<file path="config.mk">
export PLATFORM = sky130hd
export DESIGN_NAME = dbg_link_regs
export DESIGN_NICKNAME = d
export VERILOG_FILES = /design/src/rtl/dbg_link_pkg.sv /design/src/rtl/dbg_flag_reg.sv /design/src/rtl/dbg_xfer_buf.sv /design/src/rtl/dbg_rd_mux.sv /design/src/rtl/dbg_link_regs.sv
export SDC_FILE = /design/constraint.sdc
export NUM_CORES = 1
export LEC_CHECK = 0
export ABC_CLOCK_PERIOD_IN_PS = 2100
export CELL_PAD_IN_SITES_DETAIL_PLACEMENT = 0
export CELL_PAD_IN_SITES_GLOBAL_PLACEMENT = 1
export CORE_MARGIN = 2
export CORE_UTILIZATION = 26
export CTS_CLUSTER_SIZE = 12
export DETAILED_ROUTE_END_ITERATION = 12
export MAX_ROUTING_LAYER = met4
export PLACE_DENSITY_LB_ADDON = 0.1
export SKIP_LAST_GASP = 1
export SLEW_MARGIN = 5
export SYNTH_ARGS = -nofsm -noshare
export SYNTH_HDL_FRONTEND = slang
export SYNTH_SLANG_ARGS = --single-unit
</file>
<file path="constraint.sdc">
create_clock -name clk -period 2.1 [get_ports clk]
set_input_delay 0.525 -clock clk [delete_from_list [all_inputs] [get_ports clk]]
set_output_delay 0.525 -clock clk [all_outputs]
set_load 0.02 [all_outputs]
</file>
<file path="src/rtl/dbg_link_pkg.sv">
package dbg_link_pkg;

    localparam int REG_W   = 8;
    localparam int TXC_BIT = 0;
    localparam int SPE_BIT = 1;
    localparam int SRC_LSB = 2;
    localparam int SRC_W   = 2;

    typedef enum logic [SRC_W-1:0] {
        SRC_JTAG  = 2'b00,
        SRC_I2C   = 2'b01,
        SRC_EXIT0 = 2'b10,
        SRC_EXIT1 = 2'b11
    } src_sel_e;

    typedef struct packed {
        src_sel_e src;
        logic     spe_cpu;
        logic     txc;
    } flag_t;

    typedef struct packed {
        logic jtag;
        logic i2c;
        logic exit_ldr;
    } src_dec_t;

    function automatic logic [REG_W-1:0] merge_bits(
        input logic [REG_W-1:0] old_v,
        input logic [REG_W-1:0] new_v,
        input logic [REG_W-1:0] mask
    );
        return (old_v & ~mask) | (new_v & mask);
    endfunction

    function automatic logic [REG_W-1:0] flag_view(input flag_t f, input logic spe_vis);
        logic [REG_W-1:0] v;
        v = '0;
        v[TXC_BIT] = f.txc;
        v[SPE_BIT] = spe_vis;
        v[SRC_LSB +: SRC_W] = f.src;
        return v;
    endfunction

    function automatic src_dec_t decode_src(input src_sel_e s, input logic en);
        src_dec_t d;
        d = '0;
        if (en) begin
            unique case (s)
                SRC_JTAG:             d.jtag     = 1'b1;
                SRC_I2C:              d.i2c      = 1'b1;
                SRC_EXIT0, SRC_EXIT1: d.exit_ldr = 1'b1;
                default:              d          = '0;
            endcase
        end
        return d;
    endfunction

endpackage

</file>
<file path="src/rtl/dbg_flag_reg.sv">
module dbg_flag_reg
    import dbg_link_pkg::*;
(
    input  logic             clk,
    input  logic             rst,
    input  logic             wr_en,
    input  logic [REG_W-1:0] wdata,
    input  logic [REG_W-1:0] wmask,
    input  logic             tap_done,
    input  logic             tap_tlr,
    input  logic             tap_rod,
    output flag_t            flag_q
);

    flag_t flag_d;
    logic  touch_ctl;

    assign touch_ctl = wr_en && (wmask[SPE_BIT] || wmask[TXC_BIT]);

    always_comb begin
        flag_d = flag_q;

        // enable bit: hardware clears beat the CPU write
        if (tap_tlr || tap_rod) begin
            flag_d.spe_cpu = 1'b0;
        end else if (wr_en && wmask[SPE_BIT]) begin
            flag_d.spe_cpu = wdata[SPE_BIT];
        end

        // transfer-done: hardware set beats the CPU write
        if (tap_done) begin
            flag_d.txc = 1'b1;
        end else if (wr_en && wmask[TXC_BIT]) begin
            flag_d.txc = wdata[TXC_BIT];
        end

        // source field: a write touching the control bits clears it
        if (touch_ctl) begin
            flag_d.src = SRC_JTAG;
        end else if (wr_en) begin
            flag_d.src = src_sel_e'((flag_q.src & ~wmask[SRC_LSB +: SRC_W]) |
                                    (wdata[SRC_LSB +: SRC_W] & wmask[SRC_LSB +: SRC_W]));
        end
    end

    always_ff @(posedge clk) begin
        if (rst) begin
            flag_q <= '0;
        end else begin
            flag_q <= flag_d;
        end
    end

endmodule

</file>
<file path="src/rtl/dbg_xfer_buf.sv">
module dbg_xfer_buf
    import dbg_link_pkg::*;
#(
    parameter int W = REG_W
) (
    input  logic         clk,
    input  logic         rst,
    input  logic         wr_en,
    input  logic [W-1:0] wdata,
    input  logic [W-1:0] wmask,
    input  logic         cap_en,
    input  logic [W-1:0] cap_data,
    output logic [W-1:0] buf_q
);

    logic [W-1:0] buf_d;

    always_comb begin
        buf_d = buf_q;
        if (cap_en) begin
            buf_d = cap_data;
        end else if (wr_en) begin
            for (int i = 0; i < W; i++) begin
                if (wmask[i]) buf_d[i] = wdata[i];
            end
        end
    end

    always_ff @(posedge clk) begin
        if (rst) begin
            buf_q <= '0;
        end else begin
            buf_q <= buf_d;
        end
    end

endmodule

</file>
<file path="src/rtl/dbg_rd_mux.sv">
module dbg_rd_mux
    import dbg_link_pkg::*;
#(
    parameter int              ADDR_W    = 4,
    parameter logic [ADDR_W-1:0] FLAG_ADDR = '0,
    parameter logic [ADDR_W-1:0] BUF_ADDR  = 1
) (
    input  logic [ADDR_W-1:0] addr,
    input  flag_t             flag_q,
    input  logic              tap_spe,
    input  logic [REG_W-1:0]  buf_q,
    output logic [REG_W-1:0]  rdata,
    output logic              spe_vis,
    output src_dec_t          dec
);

    assign spe_vis = flag_q.spe_cpu | tap_spe;
    assign dec     = decode_src(flag_q.src, spe_vis);

    always_comb begin
        if (addr == FLAG_ADDR) begin
            rdata = flag_view(flag_q, spe_vis);
        end else if (addr == BUF_ADDR) begin
            rdata = buf_q;
        end else begin
            rdata = '0;
        end
    end

endmodule

</file>
<file path="src/rtl/dbg_link_regs.sv">
module dbg_link_regs
    import dbg_link_pkg::*;
#(
    parameter int                ADDR_W    = 4,
    parameter logic [ADDR_W-1:0] FLAG_ADDR = '0,
    parameter logic [ADDR_W-1:0] BUF_ADDR  = 1
) (
    input  logic              clk,
    input  logic              rst,
    input  logic [ADDR_W-1:0] cpu_addr,
    input  logic              cpu_we,
    input  logic [7:0]        cpu_wmask,
    input  logic [7:0]        cpu_wdata,
    output logic [7:0]        cpu_rdata,
    input  logic [7:0]        tap_shift_out,
    input  logic              tap_xfer_done,
    input  logic              tap_spe,
    input  logic              tap_tlr,
    input  logic              tap_rod,
    output logic [7:0]        tap_load_data,
    output logic              prog_en,
    output logic              src_jtag,
    output logic              src_i2c,
    output logic              src_exit
);

    flag_t            flag_q;
    logic [REG_W-1:0] buf_q;
    logic             flag_wr;
    logic             buf_wr;
    src_dec_t         dec;

    assign flag_wr = cpu_we && (cpu_addr == FLAG_ADDR);
    assign buf_wr  = cpu_we && (cpu_addr == BUF_ADDR);

    dbg_flag_reg u_flag (
        .clk      (clk),
        .rst      (rst),
        .wr_en    (flag_wr),
        .wdata    (cpu_wdata),
        .wmask    (cpu_wmask),
        .tap_done (tap_xfer_done),
        .tap_tlr  (tap_tlr),
        .tap_rod  (tap_rod),
        .flag_q   (flag_q)
    );

    dbg_xfer_buf #(.W(REG_W)) u_buf (
        .clk      (clk),
        .rst      (rst),
        .wr_en    (buf_wr),
        .wdata    (cpu_wdata),
        .wmask    (cpu_wmask),
        .cap_en   (tap_xfer_done),
        .cap_data (tap_shift_out),
        .buf_q    (buf_q)
    );

    dbg_rd_mux #(
        .ADDR_W    (ADDR_W),
        .FLAG_ADDR (FLAG_ADDR),
        .BUF_ADDR  (BUF_ADDR)
    ) u_rd (
        .addr    (cpu_addr),
        .flag_q  (flag_q),
        .tap_spe (tap_spe),
        .buf_q   (buf_q),
        .rdata   (cpu_rdata),
        .spe_vis (prog_en),
        .dec     (dec)
    );

    assign tap_load_data = buf_q;
    assign src_jtag      = dec.jtag;
    assign src_i2c       = dec.i2c;
    assign src_exit      = dec.exit_ldr;

endmodule

</file>
==> metrics.md <==
| Metric | Value |
|---|---|
| Reg2reg path depth | `2` |
| Initial core utilization | `0.271` |
| Synth Cell Area | `roughly 820 um2` |
| DR pass1 iterations | `4` |
| Max Fclk | `approximately 0.49 GHz` |
| Max_slew headroom | `0.653` |
| IO Pins | `55` |
| Most frequent cells in the layout | `clkdlybuf4s50_1, buf_4, o21ai_0, dfxtp_1` |
| Warnings, synthesis | `0` |
| Tmin final | `between 2 and 2.5 ns` |
| Synth unique cells | `28` |
| GRT Util Overall | `0.173` |
| Commonest non-fill, non-tap cell in the layout | `clkdlybuf4s50_1` |
| Finished Cell Area | `between 0.001 and 0.0015 mm2` |
| CTS root buf | `clkbuf_4` |
| Mean Syn Cell Area | `roughly 8.5 um2` |
| Synth Area in XOR/XNOR | `0` |
| Post-synthesis register bit count | `12` |
| Crit path kind | `primary input to primary output` |
| Hold Crit Class | `flop to flop` |
| Post-Synthesis Cells | `96` |
| CTS tree | `yes` |
| RR Startpoint | `u_flag.flag_q[1]` |
| Skew-Pair Late Insertion Delay | `about 0.28 ns` |
| Die span in x | `between 60 and 70 um` |
| Final core utilization | `0.488` |
| Worst R2R End | `u_flag.flag_q[1]` |
| Startpoint type of the worst setup path | `primary input` |
| Complex-gate fraction of the synthesized area | `0.309` |
| PnR worst setup slack | `between 0.04 and 0.05 ns` |
| Routed WL | `~2800 um` |
| # setup viols final | `0` |
| Clk slew on worst S/H paths | `about 0.09 ns` |
| Core box area | `0.00303 mm2` |
| Tcrit/Tclk final | `0.978` |
| Pin count of the biggest net entering global routing | `18` |
| Power per cell area | `440 mW/mm2` |
| Clk_skew | `0 ns` |
| Hold Path Cell Cnt | `2` |
| Vias in the first global route | `just under 1000` |
| Worst setup path startpoint | `tap_spe` |
| Final GP Congestion | `0.774` |
| Slew @ Worst Pin | `just over 0.5 ns` |
| Via density | `about 5` |
| Synth-to-layout area growth | `79.9%` |
| RSZ-0062 raised after global routing | `yes` |
| CTS H-tree depth | `1` |
| Crit path max fanout | `5` |
| Ant. Diodes | `0` |
| Leak | `roughly 0.60 nW` |
| Hold worst-path end | `u_flag.flag_q[0]` |
| Placed Area | `between 0.001 and 0.0015 mm2` |
| DRC Markers | `0` |
| Mux cell area share after synthesis | `0.0366` |
| Post-CTS Hold Fix Bufs | `0` |
| CP endpoint kind | `primary output` |
| # rows | `20` |
| Via count | `1027` |
| Maximum vdd drop | `roughly 170 uV` |
| TritonCTS buffer count | `3` |
| R2R Setup Slk | `approximately 1.2 ns` |
| Final Hold Violating Endpoints | `0` |
| Post-place setup slack | `-0.757 ns` |
| Share of cells above drive strength 1 | `0.228` |
| Clock buffer depth | `2` |
| Max-cap viol count | `0` |
| Pwr Total | `about 0.65 mW` |
| Initial DRC count | `31` |
| Sequential area share after synthesis | `0.293` |
| Nets | `about 200` |
| Number of nets with antenna violations after routing | `0` |
| Combinational family with the most area after synthesis | `compound AO/OA/AOI/OAI gates` |
| Drt wl/cell | `approximately 14 um` |
| Gr ovfl total | `0` |
| Die Y | `between 60 and 70 um` |
| Port bufs | `54` |
| First-pass GRT wire length | `between 4000 and 5000 um` |
| Slew Limit Fails | `0` |
| Synth Area in Adders | `0` |
| Run status | `completed` |
| Hold_sp | `u_flag.flag_q[0]` |
| Die ar. | `0.00362 mm2` |
| Post-Syn Nets | `131` |
| Number of clock sinks | `12` |
| Required @ worst endpoint | `between 1.5 and 2 ns` |
| Synth Area in Simple Gates | `0.287` |
| Post-DP HPWL | `between 2000 and 2500 um` |
| Arr. time, crit path | `about 1.5 ns` |
| Initial antenna violation count | `0` |
-- worst max-delay path, stage by stage --
cell,delay (ns)
clkdlybuf4s50_1,0.48
nor2_2,0.06
nor3_1,0.12
dlygate4sd2_1,0.35
-- through the flow --
stage / TNS, ns / std cells / hold WS (ns)
3_5_place_dp: -7.25 / 201 / 0.473
4_1_cts: -0.0550 / 206 / 0.487
3_3_place_gp: -7.11 / 201 / 0.464
5_1_grt: -0.00878 / 206 / 0.525
6_report: 0 / 206 / 0.485
2_1_floorplan: 0 / 96 / 0.450
-- layout make-up --
class	count	area, um2
tap	44	55.1
sequential	12	240
multi-input combinational	70	529
fill	311	1550
inverter	9	33.8
clock buffer	4	36.3
timing repair buffer	67	582
-- layer usage --
metal / part of all wire / track usage
met1: 0.41 / 0.185
met2: 0.52 / 0.311
met3: 0.056 / 0.0325
met4: 0.0081 / 0.0667
met5: 0 / -
-- where the power goes --
group          total, mW  internal (mW)  switching [mW]  leakage [nW]
clock              0.199          0.105          0.0933        0.0210
sequential         0.248          0.240         0.00803        0.0991
combinational      0.203          0.115          0.0886         0.484
total              0.650          0.460           0.190         0.604
-- cell families after synthesis --
kind of cell    Yosys count
flops                    12
mux                       3
simple gates             32
compound gates           35
buf+inv                  14
-- synthesized netlist by cell type --
cell | instances | share of area
inv_1 | 9 | 0.041
buf_2 | 1 | 0.0061
or4b_1 | 1 | 0.012
clkbuf_1 | 2 | 0.0091
buf_1 | 1 | 0.0046
a211oi_1 | 2 | 0.018
buf_6 | 1 | 0.014
nand2b_1 | 1 | 0.0076
a21oi_1 | 2 | 0.012
nor4b_4 | 1 | 0.029
nor3_1 | 1 | 0.0061
nor2_1 | 5 | 0.023
o21ai_0 | 13 | 0.079
mux2i_1 | 3 | 0.037
or2_2 | 1 | 0.0076
a2111oi_2 | 1 | 0.018
nand2_1 | 5 | 0.023
nand4bb_1 | 4 | 0.055
and2_1 | 4 | 0.030
a221oi_1 | 8 | 0.085
nand4_2 | 1 | 0.015
nand4_1 | 2 | 0.015
dfxtp_1 | 12 | 0.29
nor3b_4 | 1 | 0.023
nor2b_1 | 3 | 0.023
a41oi_1 | 9 | 0.096
nor3b_1 | 1 | 0.0091
or3_1 | 1 | 0.0076
-- timing repair --
item	4_1_cts	5_1_grt
setup endpoints to repair	12	6
setup buffers	1	0
pin swaps	1	0
gates resized for setup	49	7
-- worst max path at each step --
stage | endpoint | slack (ns) | depth (start not counted)
finish | src_jtag | 0.05 | 4
floorplan | cpu_rdata[1] | 0.30 | 2
detailed placement | cpu_rdata[0] | -0.76 | 4
global route | cpu_rdata[1] | -0.009 | 5
global placement | cpu_rdata[0] | -0.75 | 4
CTS | cpu_rdata[0] | -0.02 | 4
Note: power is estimated with default switching activity, not from simulation.
